===== config.mk =====
export PLATFORM = sky130hd
export DESIGN_NAME = xbus_cycle_seq
export DESIGN_NICKNAME = d
export VERILOG_FILES = /design/src/rtl/xbus_seq_pkg.sv /design/src/rtl/xbus_seq_ctrl.sv /design/src/rtl/xbus_seq_dp.sv /design/src/rtl/xbus_cycle_seq.sv
export SDC_FILE = /design/constraint.sdc
export NUM_CORES = 1
export LEC_CHECK = 0
export ABC_AREA = 1
export BUFFER_PORTS_ARGS = -buffer_cell sky130_fd_sc_hd__buf_2
export CORE_ASPECT_RATIO = 0.9
export CORE_MARGIN = 8
export CORE_UTILIZATION = 47
export CTS_BUF_LIST = sky130_fd_sc_hd__clkbuf_4
export DETAILED_ROUTE_END_ITERATION = 16
export PLACE_DENSITY = 0.73
export REMOVE_ABC_BUFFERS = 1
export SLEW_MARGIN = 20
export SYNTH_ARGS = -nofsm -noshare
export SYNTH_HDL_FRONTEND = slang
export SYNTH_SLANG_ARGS = --single-unit

===== constraint.sdc =====
create_clock -name clk -period 2.1 [get_ports clk]
set_input_delay 0.315 -clock clk [delete_from_list [all_inputs] [get_ports clk]]
set_output_delay 0.315 -clock clk [all_outputs]
set_load 0.01 [all_outputs]

===== src/rtl/xbus_seq_pkg.sv =====
package xbus_seq_pkg;

  // Slot schedule, expressed in 12-clock units
  localparam int CYC_SLOTS  = 12;
  localparam int HALF_SLOTS = CYC_SLOTS / 2;
  localparam int ALE_LAST   = 1;
  localparam int ADDR_LAST  = 2;
  localparam int PSEN_FIRST = 3;
  localparam int WD_FIRST   = 3;
  localparam int RW_FIRST   = 5;
  localparam int RW_LAST    = 10;

  typedef enum logic [1:0] {
    KIND_IDLE  = 2'd0,
    KIND_FETCH = 2'd1,
    KIND_READ  = 2'd2,
    KIND_WRITE = 2'd3
  } busKind_e;

  typedef struct packed {
    logic ale;
    logic psen;
    logic rd;
    logic wr;
    logic p0Addr;
    logic p0Wdata;
    logic p2Drive;
    logic upperHalf;
    logic capLo;
    logic capHi;
    logic capClr;
  } busStrobe_t;

endpackage


===== src/rtl/xbus_seq_ctrl.sv =====
module xbus_seq_ctrl
  import xbus_seq_pkg::*;
#(
  parameter int SLOT_W = $clog2(CYC_SLOTS)
) (
  input  logic       clk,
  input  logic       rstN,
  input  logic       dblSpeed,
  input  logic       extExec,
  input  logic       aleOff,
  input  logic       reqValid,
  input  busKind_e   reqKind,
  output logic       reqTake,
  output logic       busDone,
  output busStrobe_t strb
);

  localparam logic [SLOT_W:0]   CYC_END   = (SLOT_W+1)'(CYC_SLOTS);
  localparam logic [SLOT_W:0]   HALF_SUM  = (SLOT_W+1)'(HALF_SLOTS);
  localparam logic [SLOT_W:0]   RW_SUM    = (SLOT_W+1)'(RW_LAST);
  localparam logic [SLOT_W-1:0] S_HALF    = SLOT_W'(HALF_SLOTS);
  localparam logic [SLOT_W-1:0] S_ALE     = SLOT_W'(ALE_LAST);
  localparam logic [SLOT_W-1:0] S_ADDR    = SLOT_W'(ADDR_LAST);
  localparam logic [SLOT_W-1:0] S_PSEN    = SLOT_W'(PSEN_FIRST);
  localparam logic [SLOT_W-1:0] S_WD      = SLOT_W'(WD_FIRST);
  localparam logic [SLOT_W-1:0] S_RWFIRST = SLOT_W'(RW_FIRST);
  localparam logic [SLOT_W-1:0] S_RWLAST  = SLOT_W'(RW_LAST);

  logic [SLOT_W-1:0] slot;
  logic [SLOT_W-1:0] rel;
  logic [SLOT_W:0]   slotSum;
  logic              dblQ;
  logic              extQ;
  logic              doneQ;
  busKind_e          kindQ;
  logic              atEnd;
  logic              upper;
  logic              extFetch;
  logic              dataAcc;

  assign slotSum  = {1'b0, slot} + (dblQ ? (SLOT_W+1)'(2) : (SLOT_W+1)'(1));
  assign atEnd    = (slotSum == CYC_END);
  assign upper    = (slot >= S_HALF);
  assign rel      = upper ? (slot - S_HALF) : slot;
  assign extFetch = (kindQ == KIND_FETCH) && extQ;
  assign dataAcc  = (kindQ == KIND_READ) || (kindQ == KIND_WRITE);
  assign reqTake  = reqValid && atEnd;
  assign busDone  = doneQ;

  always_ff @(posedge clk or negedge rstN) begin
    if (!rstN) begin
      slot  <= '0;
      dblQ  <= 1'b0;
      extQ  <= 1'b0;
      kindQ <= KIND_IDLE;
      doneQ <= 1'b0;
    end else begin
      doneQ <= atEnd && (kindQ != KIND_IDLE);
      if (atEnd) begin
        slot  <= '0;
        dblQ  <= dblSpeed;
        extQ  <= extExec;
        kindQ <= reqValid ? reqKind : KIND_IDLE;
      end else begin
        slot  <= slotSum[SLOT_W-1:0];
      end
    end
  end

  always_comb begin
    strb           = '0;
    strb.ale       = !aleOff && (rel <= S_ALE) && (!upper || !dataAcc);
    strb.psen      = extFetch && (rel >= S_PSEN);
    strb.rd        = (kindQ == KIND_READ)  && (slot >= S_RWFIRST) && (slot <= S_RWLAST);
    strb.wr        = (kindQ == KIND_WRITE) && (slot >= S_RWFIRST) && (slot <= S_RWLAST);
    strb.p0Addr    = (extFetch && (rel <= S_ADDR)) || (dataAcc && (slot <= S_ADDR));
    strb.p0Wdata   = (kindQ == KIND_WRITE) && (slot >= S_WD);
    strb.p2Drive   = extFetch || dataAcc;
    strb.upperHalf = extFetch && upper;
    strb.capClr    = (kindQ == KIND_READ) && (slot <= S_RWLAST) && (slotSum > RW_SUM);
    strb.capLo     = (extFetch && !upper && (slotSum >= HALF_SUM)) || strb.capClr;
    strb.capHi     = extFetch && atEnd;
  end

  // slot stays in range and lands on even slots in 6-clock mode
  p_slot_range_r1: assert property (@(posedge clk) disable iff (!rstN)
    (slot < SLOT_W'(CYC_SLOTS)) && (!dblQ || !slot[0]));

  // the completion pulse only appears in the first clock of a cycle
  p_done_boundary_r2: assert property (@(posedge clk) disable iff (!rstN)
    busDone |-> (slot == '0));

  // in 12-clock mode a read strobe lasts exactly six clocks
  p_rd_width_r7: assert property (@(posedge clk) disable iff (!rstN)
    ($fell(strb.rd) && !dblQ) |-> ($past(strb.rd, 6) && !$past(strb.rd, 7)));

  // address latch strobe returns one clock after a data strobe ends
  p_ale_after_rw_r7: assert property (@(posedge clk) disable iff (!rstN)
    ($fell(strb.rd || strb.wr) && !dblQ) |=> (strb.ale || aleOff));

endmodule


===== src/rtl/xbus_seq_dp.sv =====
module xbus_seq_dp
  import xbus_seq_pkg::*;
#(
  parameter int ADDR_W = 16,
  parameter int DATA_W = 8
) (
  input  logic                clk,
  input  logic                rstN,
  input  busStrobe_t          strb,
  input  logic                reqLoad,
  input  logic [ADDR_W-1:0]   reqAddr,
  input  logic [DATA_W-1:0]   reqWdata,
  input  logic [DATA_W-1:0]   p0In,
  output logic                ale,
  output logic                psenN,
  output logic                rdN,
  output logic                wrN,
  output logic [DATA_W-1:0]   p0Out,
  output logic                p0Oe,
  output logic [ADDR_W-DATA_W-1:0] p2Out,
  output logic                p2Oe,
  output logic [2*DATA_W-1:0] rdData
);

  localparam int HI_W = ADDR_W - DATA_W;

  logic [ADDR_W-1:0] addrQ;
  logic [ADDR_W-1:0] addrSel;
  logic [DATA_W-1:0] wdQ;

  assign addrSel = strb.upperHalf ? (addrQ + ADDR_W'(1)) : addrQ;
  assign ale     = strb.ale;
  assign psenN   = !strb.psen;
  assign rdN     = !strb.rd;
  assign wrN     = !strb.wr;
  assign p0Oe    = strb.p0Addr || strb.p0Wdata;
  assign p0Out   = strb.p0Wdata ? wdQ : (strb.p0Addr ? addrSel[DATA_W-1:0] : '0);
  assign p2Oe    = strb.p2Drive;
  assign p2Out   = strb.p2Drive ? addrSel[ADDR_W-1:DATA_W] : HI_W'(0);

  always_ff @(posedge clk or negedge rstN) begin
    if (!rstN) begin
      addrQ  <= '0;
      wdQ    <= '0;
      rdData <= '0;
    end else begin
      if (reqLoad) begin
        addrQ <= reqAddr;
        wdQ   <= reqWdata;
      end
      if (strb.capLo) rdData[DATA_W-1:0] <= p0In;
      if (strb.capHi) rdData[2*DATA_W-1:DATA_W] <= p0In;
      else if (strb.capClr) rdData[2*DATA_W-1:DATA_W] <= '0;
    end
  end

  // the low port never drives while a read-type strobe is low
  p_float_r11: assert property (@(posedge clk) disable iff (!rstN)
    (!psenN || !rdN) |-> !p0Oe);

  // write byte is already on the port and steady while the write strobe is low
  p_wdata_stable_r8: assert property (@(posedge clk) disable iff (!rstN)
    !wrN |-> (p0Oe && $stable(p0Out)));

endmodule


===== src/rtl/xbus_cycle_seq.sv =====
module xbus_cycle_seq
  import xbus_seq_pkg::*;
#(
  parameter int ADDR_W = 16,
  parameter int DATA_W = 8
) (
  input  logic                     clk,
  input  logic                     rstN,
  input  logic                     dblSpeed,
  input  logic                     extExec,
  input  logic                     aleOff,
  input  logic                     reqValid,
  input  logic [1:0]               reqKind,
  input  logic [ADDR_W-1:0]        reqAddr,
  input  logic [DATA_W-1:0]        reqWdata,
  input  logic [DATA_W-1:0]        p0In,
  output logic                     reqTake,
  output logic                     busDone,
  output logic                     ale,
  output logic                     psenN,
  output logic                     rdN,
  output logic                     wrN,
  output logic [DATA_W-1:0]        p0Out,
  output logic                     p0Oe,
  output logic [ADDR_W-DATA_W-1:0] p2Out,
  output logic                     p2Oe,
  output logic [2*DATA_W-1:0]      rdData
);

  busStrobe_t strb;

  xbus_seq_ctrl u_ctrl (
    .clk      (clk),
    .rstN     (rstN),
    .dblSpeed (dblSpeed),
    .extExec  (extExec),
    .aleOff   (aleOff),
    .reqValid (reqValid),
    .reqKind  (busKind_e'(reqKind)),
    .reqTake  (reqTake),
    .busDone  (busDone),
    .strb     (strb)
  );

  xbus_seq_dp #(.ADDR_W(ADDR_W), .DATA_W(DATA_W)) u_dp (
    .clk      (clk),
    .rstN     (rstN),
    .strb     (strb),
    .reqLoad  (reqTake),
    .reqAddr  (reqAddr),
    .reqWdata (reqWdata),
    .p0In     (p0In),
    .ale      (ale),
    .psenN    (psenN),
    .rdN      (rdN),
    .wrN      (wrN),
    .p0Out    (p0Out),
    .p0Oe     (p0Oe),
    .p2Out    (p2Out),
    .p2Oe     (p2Oe),
    .rdData   (rdData)
  );

endmodule


Yosys cells after proc, flatten, opt, wreduce, memory -nomap -nowiden

Cells that the tools add are included.

Add/subtract/negate cells: 3
Equality and inequality tests: 4
Reduce and logical (&&, ||, !) cells: 33
$lt $le $gt $ge: 10
Multiplexer cells: 10

Operator list:

| kind                                                                                 | number |
|---|---|
| 8-bit two-way mux                                                                    | 5 |
| 1-bit logical AND                                                                    | 19 |
| 16-bit by 1-bit adder with 16-bit output (second input constant)                     | 1 |
| 16-bit two-way mux                                                                   | 1 |
| 4-bit by 2-bit greater-or-equal comparator with 1-bit output (second input constant) | 2 |
| 4-bit by 3-bit greater-or-equal comparator with 1-bit output (second input constant) | 2 |
| 4-bit by 2-bit <= comparator with 1-bit output (second input constant)               | 2 |
| 4-bit two-way mux                                                                    | 2 |
| 1-bit zero test                                                                      | 6 |
| 1-bit logical OR                                                                     | 6 |
| 4-bit by 5-bit adder with 5-bit output                                               | 1 |
| 5-bit by 4-bit equality test with 1-bit output (second input constant)               | 1 |
| 5-bit by 3-bit greater-or-equal comparator with 1-bit output (second input constant) | 1 |
| 5-bit by 4-bit > comparator with 1-bit output (second input constant)                | 1 |
| 2-bit equality test (second input constant)                                          | 2 |
| 4-bit by 1-bit <= comparator with 1-bit output (second input constant)               | 1 |
| 4-bit <= comparator (second input constant)                                          | 1 |
| 2-bit two-way mux                                                                    | 2 |
| 2-bit nonzero test                                                                   | 2 |
| 4-bit by 3-bit subtractor with 4-bit output (second input constant)                  | 1 |
| 2-bit by 1-bit equality test with 1-bit output (second input constant)               | 1 |

Bits of input ports: 40
Flip-flop bits (word level): 49
Output and inout bits: 40
Word-level logic and storage cells: 69

Depth between registers and ports, before layout

Gate-level depths: netlist of the first run.

Depth in word-level cells: 7
Depth in mapped cells: 12

Cells and area by module

A second synthesis of the first run with hierarchy kept.

Cell total of the unflattened synthesis: 356
Area, all modules: 2752.6 µm²

Modules (own cells, without submodules):

| module        | times used | cells an instance | area each (µm²) | seq. area each (µm²) |
|---|---|---|---|---|
| xbus_seq_dp   | 1          | 258               | 2011.9          | 1001.0 |
| xbus_seq_ctrl | 1          | 98                | 740.7           | 225.2 |

Worst setup path before layout of the first run

No wires, ideal clock.

Kind: reg2out
Start: register u_ctrl.dblQ
End: output port reqTake
Slack: -0.116 ns
Path buffers: 1
Cell stages (with the launch flop): 9
Arrival: 1.901 ns
Cell sequence: dfrtp_1 -> inv_1 -> ha_1 -> fa_1 -> xnor2_2 -> nor3_4 -> nand3_4 -> inv_6 -> buf_6

Cells in the longest elaborated chain, start to end: 4

RTL lines:

| what                                           | line                 | text |
|---|---|---|
| from (decl)                                    | xbus_seq_ctrl.sv:32  | `logic dblQ;` |
| from (signal assigned)                         | xbus_seq_ctrl.sv:61  | `dblQ <= dblSpeed;` |
| 2-bit two-way mux                              | xbus_seq_ctrl.sv:41  | `assign slotSum = {1'b0, slot} + (dblQ ? (SLOT_W+1)'(2) : (SLOT_W+1)'(1));` |
| 4-bit by 5-bit adder with 5-bit output         | xbus_seq_ctrl.sv:41  |  |
| 5-bit by 4-bit equality test with 1-bit output | xbus_seq_ctrl.sv:42  | `assign atEnd = (slotSum == CYC_END);` |
| 1-bit logical AND                              | xbus_seq_ctrl.sv:47  | `assign reqTake = reqValid && atEnd;` |
| to (decl)                                      | xbus_cycle_seq.sv:17 | `output logic reqTake,` |

No other way between the ends.

Worst setup path after layout of the first run

Start: register u_ctrl.slot[1]
End: output port reqTake

Cells in the longest elaborated chain, start to end: 3

RTL lines:

| what                                           | line                | text |
|---|---|---|
| from (decl)                                    | xbus_seq_ctrl.sv:29 | `logic [SLOT_W-1:0] slot;` |
| from (signal assigned)                         | xbus_seq_ctrl.sv:65 | `slot <= slotSum[SLOT_W-1:0];` |
| 4-bit by 5-bit adder with 5-bit output         | xbus_seq_ctrl.sv:41 |  |
| 5-bit by 4-bit equality test with 1-bit output | xbus_seq_ctrl.sv:42 |  |
| 1-bit logical AND                              | xbus_seq_ctrl.sv:47 |  |

No other way between the ends.

==> flow_summary_export.csv, run 1 <==
group,metric,value,unit
global_routing,grt_max_degree,23,
sta,slew_viol_final,0,
cts,clk_latency,0.38,ns
worst_setup_path,worstPathArrival,2.03,ns
pwr,switching_share,46.04,%
worst_setup_path,start_kind,"flop",
worst_setup_path,cp.required,1.78,ns
status,status,"finished, violations left",
pwr,seqPwrFrac,29.8,%
sta,worstMarginPinSlew,0.3603,ns
yosys,synth_cells,401,
route,drtIter0Drc,213,
pwr,comb_power_share,60.5,%
pwr,p_sw,2717,µW
yosys,synth_cell_types,28,
global_routing,antenna_found_initial,0,
sta,period_share,111.4,%
placement,place_area,0.003460,mm²
pwr,clockPowerShare,9.7,%
pwr,p_int,3184,µW
worst_hold_path,hp-class,"input pin to flop",
route,drtPass1Iterations,4,
yosys,synth_edf_count,0,
sta,setup_ws,-0.2401,ns
yosys,synth_top_cell_by_area,"dfrtp_1",
pwr,leakage,0.002183,µW
final_layout,syn_to_final_growth,38.56,%
global_routing,grt_pass1_wl,13.44,mm
yosys,synth_area_leaders,"dfrtp_1 (43%), nand2_1 (25%), nand3_1 (6.8%)",
global_routing,grt_pass1_vias,2909,
final_layout,finalInstanceArea,0.003970,mm²
sta,skew,0.01705,ns
cts,clk_pin_slew,0.16,ns
sta,rsz0062_at_grt,"true",
pwr,vdd_drop_max,0.0006598,V
route,wirelength,8.475,mm
sta,fmax,427.3,MHz
placement,portBuffers,79,
status,violations,"setup timing",
yosys,syn-cell-area,0.002865,mm²
worst_setup_path,slowest_delay,0.48,ns
cts,root_buffer,"clkbuf_4",
worst_setup_path,crit_chain,"buf_6 > fa_2 > xnor2_2 > nor3_4 > nand3_4 > clkinv_4 > buf_6",
yosys,yosysWarnings,0,
yosys,syn-mean-instance-area,7.145,µm²
route,ant_nets,0,
route,viasPerCell,5.106,
pwr,p_per_area,1486,mW/mm²
cts,cts_made_buffers,5,
sta,finalSetupViolations,26,
cts,htreeDepth,2,
die,initial_core_util,47.65,%
worst_setup_path,critPathSlowestCell,"dfrtp_2",
die,row_count,27,
die,dieHeight,90.07,µm
route,vias,2992,
global_routing,overflow,0,
sta,period_needed,2.340,ns
die,core_area,0.006013,mm²
yosys,async_flop_share,100.0,%
final_layout,final_core_util,66.02,%
final_layout,fin_nets,559,
placement,globalplace.congestion,0.8905,
yosys,seq_area_frac_synth,42.79,%
worst_setup_path,worst_setup_path_end_kind,"output port",
placement,hpwl,5.895,mm
worst_setup_path,crit_type,"flop to output port",
yosys,synth_top_area_share,42.79,%
pwr,total_power,5901,µW
yosys,synthTopCellsByCount,"nand2_1 (192), dfrtp_1 (49), nand3_1 (39)",
route,drcViolationCount,0,
worst_setup_path,crit_top_cell,"buf_6",
cts,cts_max_path_buffers,2,
die,die_area,0.008854,mm²
die,pin_count,80,
sta,finalHoldViolations,0,
worst_setup_path,cp_max_fo,6,
final_layout,drive_above_1_share,34.24,%
cts,clock_sinks,49,
yosys,synth_flop_cell,"dfrtp_1",
final_layout,fillerInstances,516,
final_layout,insertedDiodeCount,0,
yosys,synth-seq-cells,49,
job,maxCapViolCount,0,
cts,cts_tree,"done",
sta,slew_headroom,75.98,%
yosys,synth_most_common_cell,"nand2_1",
route,wl_per_cell,14.46,µm
die,die_w,98.30,µm
global_routing,grt.total_usage,18.10,%
[layout by cell type, fill, tap and decap left out, drive strengths merged]
cell and n:
nand2 194, fa 1, clkbuf 6, buf 112, a21oi 10, xnor2 4, dfrtp 49, nor2 22
inv 28, clkinv 2, a211oi 1, a31oi 1, ha 5, nand4 7, bufinv 1, nor3 4
dlygate4sd3 1, o21ai 14, clkinvlp 3, xor2 5, nand3 42, nand3b 2
[worst paths after layout]
kind,start,endpoint,slack [ns],depth (start not counted)
max reg2reg,u_ctrl.slot[1],u_dp.rdData[12],-0.12,11
min,reqWdata[1],u_dp.wdQ[1],0.12,3
min in group asynchronous,rstN,u_dp.rdData[3],0.36,2
max,u_ctrl.slot[1],reqTake,-0.24,7
min reg2reg,u_dp.wdQ[1],u_dp.wdQ[1],0.50,2
max in group asynchronous,rstN,u_dp.addrQ[11],1.17,3
[power by group through the flow]
| stage | clock network, µW | registers (µW) | logic [µW] |
|---|---|---|---|
| 6_report | 570 | 1760 | 3570 |
| 5_1_grt | 626 | 1810 | 3970 |
| 4_1_cts | 587 | 1720 | 3060 |
| 3_5_place_dp | 0 | 1730 | 2910 |
| 3_3_place_gp | 0 | 1720 | 2830 |
| 2_1_floorplan | 0 | 1740 | 1740 |
[sequential cells by signal, summed over array words and instances (netlist names)]
| signal | cells |
|---|---|
| u_ctrl.kindQ | 2 |
| u_ctrl.extQ | 1 |
| u_ctrl.dblQ | 1 |
| u_dp.addrQ | 16 |
| u_ctrl.slot | 4 |
| u_dp.wdQ | 8 |
| u_dp.rdData | 16 |
| u_ctrl.busDone | 1 |
[worst max-delay path, delay by kind of cell (launching register included)]
| kind | cells | cell delay [ns] |
|---|---|---|
| AND/OR/NAND/NOR | 2 | 0.29 |
| flip-flops | 1 | 0.48 |
| buffers and inverters | 3 | 0.31 |
| XOR/XNOR | 1 | 0.18 |
| adder cells (fa/ha/maj) | 1 | 0.38 |
[logic make-up after synthesis]
| group | Yosys count | share of synthesized area [%] |
|---|---|---|
| flops | 49 | 42.79 |
| xor+xnor | 9 | 3.013 |
| simple gates | 271 | 39.74 |
| fa+ha+maj | 6 | 2.882 |
| compound gates | 26 | 5.066 |
| buf+inv | 40 | 6.507 |
[stage by stage]
| step | TNS [ns] | setup slack (ns) | cells | hold WS (ns) |
|---|---|---|---|---|
| floorplan | -1.328 | -0.1618 | 391 | 0.01941 |
| global placement | 0 | 0.02193 | 564 | 0.2412 |
| detailed placement | -0.3091 | -0.06934 | 564 | 0.2447 |
| CTS | -6.100 | -0.3564 | 576 | 0.1073 |
| global route | -7.080 | -0.3587 | 586 | 0.1111 |
| finish | -4.005 | -0.2401 | 586 | 0.1226 |
[layout make-up]
type	instances	area [µm²]	share of cell area, %
timing repair buffer	114	794.5	20.01
sequential	49	1230	30.98
clock inverter	3	46.29	1.166
clock buffer	5	37.54	0.9455
multi-input combinational	312	1638	41.25
inverter	30	126.4	3.183
tap	72	90.09	2.269
timing repair inverter	1	7.507	0.1891
[repair_timing]
item / 4_1_cts / 5_1_grt
hold buffers: 1 / 0
pin swaps: 7 / 20
endpoints found under the setup margin: 35 / 64
buffers inserted: 4 / 9
cloned: 0 / 3
resized for setup: 21 / 55
endpoints found under the hold margin: 14 / 0
[per-layer routing]
| layer | global-route usage (%) | up-vias | share of wire (%) |
|---|---|---|---|
| met2 | 29.95 | 95 | 50 |
| met1 | 23.16 | 1388 | 44 |
| met5 | 0 | - | 0 |
| met3 | 4.006 | 12 | 5.1 |
| li1 | - | 1497 | - |
| met4 | 4.853 | 0 | 1.3 |
Note: power is estimated with default switching activity, not from simulation.
==> run 2, diff against run 1 <==
--- a/config.mk
+++ b/config.mk
@@ -5,14 +5,13 @@
 export SDC_FILE = /design/constraint.sdc
 export NUM_CORES = 1
 export LEC_CHECK = 0
-export ABC_AREA = 1
 export BUFFER_PORTS_ARGS = -buffer_cell sky130_fd_sc_hd__buf_2
 export CORE_ASPECT_RATIO = 0.9
 export CORE_MARGIN = 8
 export CORE_UTILIZATION = 47
 export CTS_BUF_LIST = sky130_fd_sc_hd__clkbuf_4
 export DETAILED_ROUTE_END_ITERATION = 16
-export PLACE_DENSITY = 0.73
+export PLACE_DENSITY = 0.72
 export REMOVE_ABC_BUFFERS = 1
 export SLEW_MARGIN = 20
 export SYNTH_ARGS = -nofsm -noshare
==> run 2 against run 1 <==
The flow finishes with violations (hold timing, setup timing). Critical path depth increased by 1. Combinational power up 34%. Power up 17%. Setup slack worse by 0.21 ns. First-iteration DRC count shrank 41%. Area after synthesis grew 4.1%. Count of clock-buffer cells in the layout up 1. Sequential share of layout area shrank 2.7 points. Global-route usage rose by 0.72 points. Largest power group unchanged. Highest routed layer unchanged.
==> flow_summary_export.csv, run 2 <==
group,metric,value,unit
status,status,"finished, violations left",
status,violations,"hold timing, setup timing",
route,ant_nets,0,
yosys,synth_top_area_share,41.12,%
yosys,synth_cell_types,52,
yosys,seq_area_frac_synth,41.12,%
final_layout,finalInstanceArea,0.004344,mm²
route,vias,2707,
sta,skew,0.01340,ns
sta,slew_headroom,42.87,%
worst_setup_path,r2r_setup_slack,-0.43,ns
global_routing,grt.total_usage,18.82,%
yosys,async_flop_share,100.0,%
sta,fmax,392.4,MHz
die,pin_count,80,
sta,period_share,121.4,%
final_layout,layout_commonest_cell,"buf_2",
die,initial_core_util,48.76,%
placement,portBuffers,79,
die,core_area,0.006115,mm²
die,die_area,0.009152,mm²
yosys,synth_area_leaders,"dfrtp_1 (41%), mux2_4 (8.6%), nand3_1 (3.2%)",
worst_setup_path,crit_chain,"ha_4 > fa_2 > xnor2_4 > nor3_4 > a21boi_4 > and2_4 > buf_12 > buf_6",
global_routing,grt_max_degree,33,
cts,cts_tree,"done",
worst_setup_path,cp_max_fo,2,
cts,clk_latency,0.37,ns
global_routing,grt_pass1_wl,13.94,mm
job,maxCapViolCount,0,
worst_hold_path,hp-class,"input pin to async pin",
cts,htreeDepth,2,
placement,place_area,0.003721,mm²
final_layout,reg_top3,"u_dp.addrQ (16), u_dp.rdData (16), u_dp.wdQ (8)",
sta,finalSetupViolations,61,
cts,clock_sinks,49,
sta,slew_viol_final,0,
worst_setup_path,worst_setup_path_end_kind,"output port",
placement,hpwl,6.015,mm
sta,hold_slack,-0.01863,ns
sta,worstMarginPinSlew,0.8504,ns
sta,fin_tns_setup,-20.22,ns
final_layout,insertedDiodeCount,0,
route,drtIter0Drc,126,
global_routing,grt_pass1_vias,2809,
yosys,yosysWarnings,0,
final_layout,fin_nets,468,
final_layout,most-common-layout-cells,"buf_2 (78), buf_4 (50), dfrtp_1 (47), mux2_4 (24)",
route,drcViolationCount,0,
die,die_w,99.96,µm
pwr,leakage,0.002013,µW
yosys,synth_flop_cell,"dfrtp_1",
global_routing,overflow,0,
cts,ctsHoldBuffers,0,
pwr,p_per_area,1594,mW/mm²
route,drtPass1Iterations,4,
sta,period_needed,2.549,ns
final_layout,stdcell_count,510,
worst_setup_path,startpoint,"u_ctrl.slot[0]",
sta,setup_ws,-0.4487,ns
worst_setup_path,r2r_start,"u_ctrl.slot[0]",
worst_setup_path,critPathSlowestCell,"dfrtp_1",
die,dieHeight,91.56,µm
final_layout,drive_above_1_share,55.56,%
yosys,synth_most_common_cell,"dfrtp_1",
pwr,total_power,6925,µW
yosys,synth_top_cell_by_area,"dfrtp_1",
yosys,synthTopCellsByCount,"dfrtp_1 (49), nor2_1 (20), nand2_1 (19), nand3_1 (19), mux2_4 (17)",
cts,cts_max_path_buffers,2,
route,viasPerCell,5.308,
route,wl_per_cell,17.56,µm
worst_setup_path,cp.required,1.78,ns
final_layout,multi_input_area,0.001884,mm²
worst_setup_path,start_kind,"flop",
sta,rsz0062_at_grt,"true",
yosys,syn-cell-area,0.002982,mm²
worst_setup_path,crit_type,"flop to output port",
yosys,synth_cells,279,
global_routing,antenna_found_initial,0,
cts,cts_made_buffers,5,
pwr,vdd_drop_max,0.0009141,V
worst_setup_path,slowest_delay,0.44,ns
placement,globalplace.congestion,0.8124,
final_layout,area.sequential,0.001229,mm²
worst_setup_path,worstPathArrival,2.23,ns
final_layout,syn_to_final_growth,45.70,%
cts,clk_pin_slew,0.15,ns
sta,finalHoldViolations,14,
yosys,synth-seq-cells,49,
placement,place_inst,475,
route,wirelength,8.957,mm
cts,root_buffer,"clkbuf_4",
yosys,synth_edf_count,0,
die,row_count,27,
final_layout,fillerInstances,447,
yosys,syn-mean-instance-area,10.69,µm²
-- run 2: layout make-up --
cell class,count,share of cell area (%)
multi-input combinational,212,43.38
sequential,49,28.28
timing repair buffer,148,24.05
tap,87,2.506
clock buffer,6,1.037
inverter,6,0.5184
clock inverter,2,0.2304
-- run 2: logic make-up (layout without fill, tap and decap cells) --
| family | Yosys count | in the layout | synth area share [%] |
|---|---|---|---|
| buffers and inverters | 18 | 162 | 4.280 |
| flip-flops | 49 | 49 | 41.12 |
| XOR/XNOR | 15 | 15 | 5.036 |
| adder cells (fa/ha/maj) | 6 | 6 | 2.770 |
| AND/OR/NAND/NOR | 101 | 101 | 18.09 |
| multiplexers | 34 | 34 | 14.60 |
| AO/OA/AOI/OAI | 56 | 56 | 14.10 |
-- run 2: metrics by stage --
step | hold slack [ns] | setup slack (ns) | utilization (%)
2_1_floorplan | 0.01941 | -0.4972 | -
3_3_place_gp | 0.4134 | -0.3183 | 60.86
3_5_place_dp | 0.4202 | -0.3985 | 60.86
4_1_cts | 0.007260 | -0.5069 | 67.10
5_1_grt | 0.008797 | -0.5653 | 71.05
6_report | -0.01863 | -0.4487 | 71.05
-- run 2: worst max-delay path, delay by kind of cell (launching register included) --
family | cells | cell delay [ns]
simple gates | 2 | 0.32
flops | 1 | 0.44
compound gates | 1 | 0.20
fa+ha+maj | 2 | 0.57
xor+xnor | 1 | 0.16
buf+inv | 2 | 0.19
-- run 2: power breakdown --
part	internal [µW]	total (µW)	leakage, µW	switching, µW
Clock	141	451	0.0000354	309
Combinational	2600	4770	0.00138	2160
Sequential	1320	1710	0.000594	390
Total	4060	6930	0.00201	2860
-- run 2: path summary, 6_finish.rpt --
check | depth (start not counted) | end
worst min register to register | 1 | u_dp.rdData[10]
max in group asynchronous | 2 | u_dp.wdQ[7]
worst max register to register | 11 | u_dp.wdQ[5]
min in group clk | 3 | u_ctrl.dblQ
worst max-delay path | 8 | reqTake
worst min-delay path | 1 | u_dp.rdData[7]
-- run 2: routing by layer --
layer  track usage [%]  vias to the layer above  share of wire [%]
li1                  -                     1294                  -
met1             23.51                     1317                 44
met2             30.82                       83                 48
met3             5.263                       13                6.6
met4             5.416                        0                1.2
met5                 0                        -                  0
-- run 2: timing repair --
item / CTS / global route
setup buffers: 10 / 20
resized for setup: 61 / 37
gates cloned: 2 / 0
setup endpoints to repair: 65 / 65
pin swaps: 43 / 17
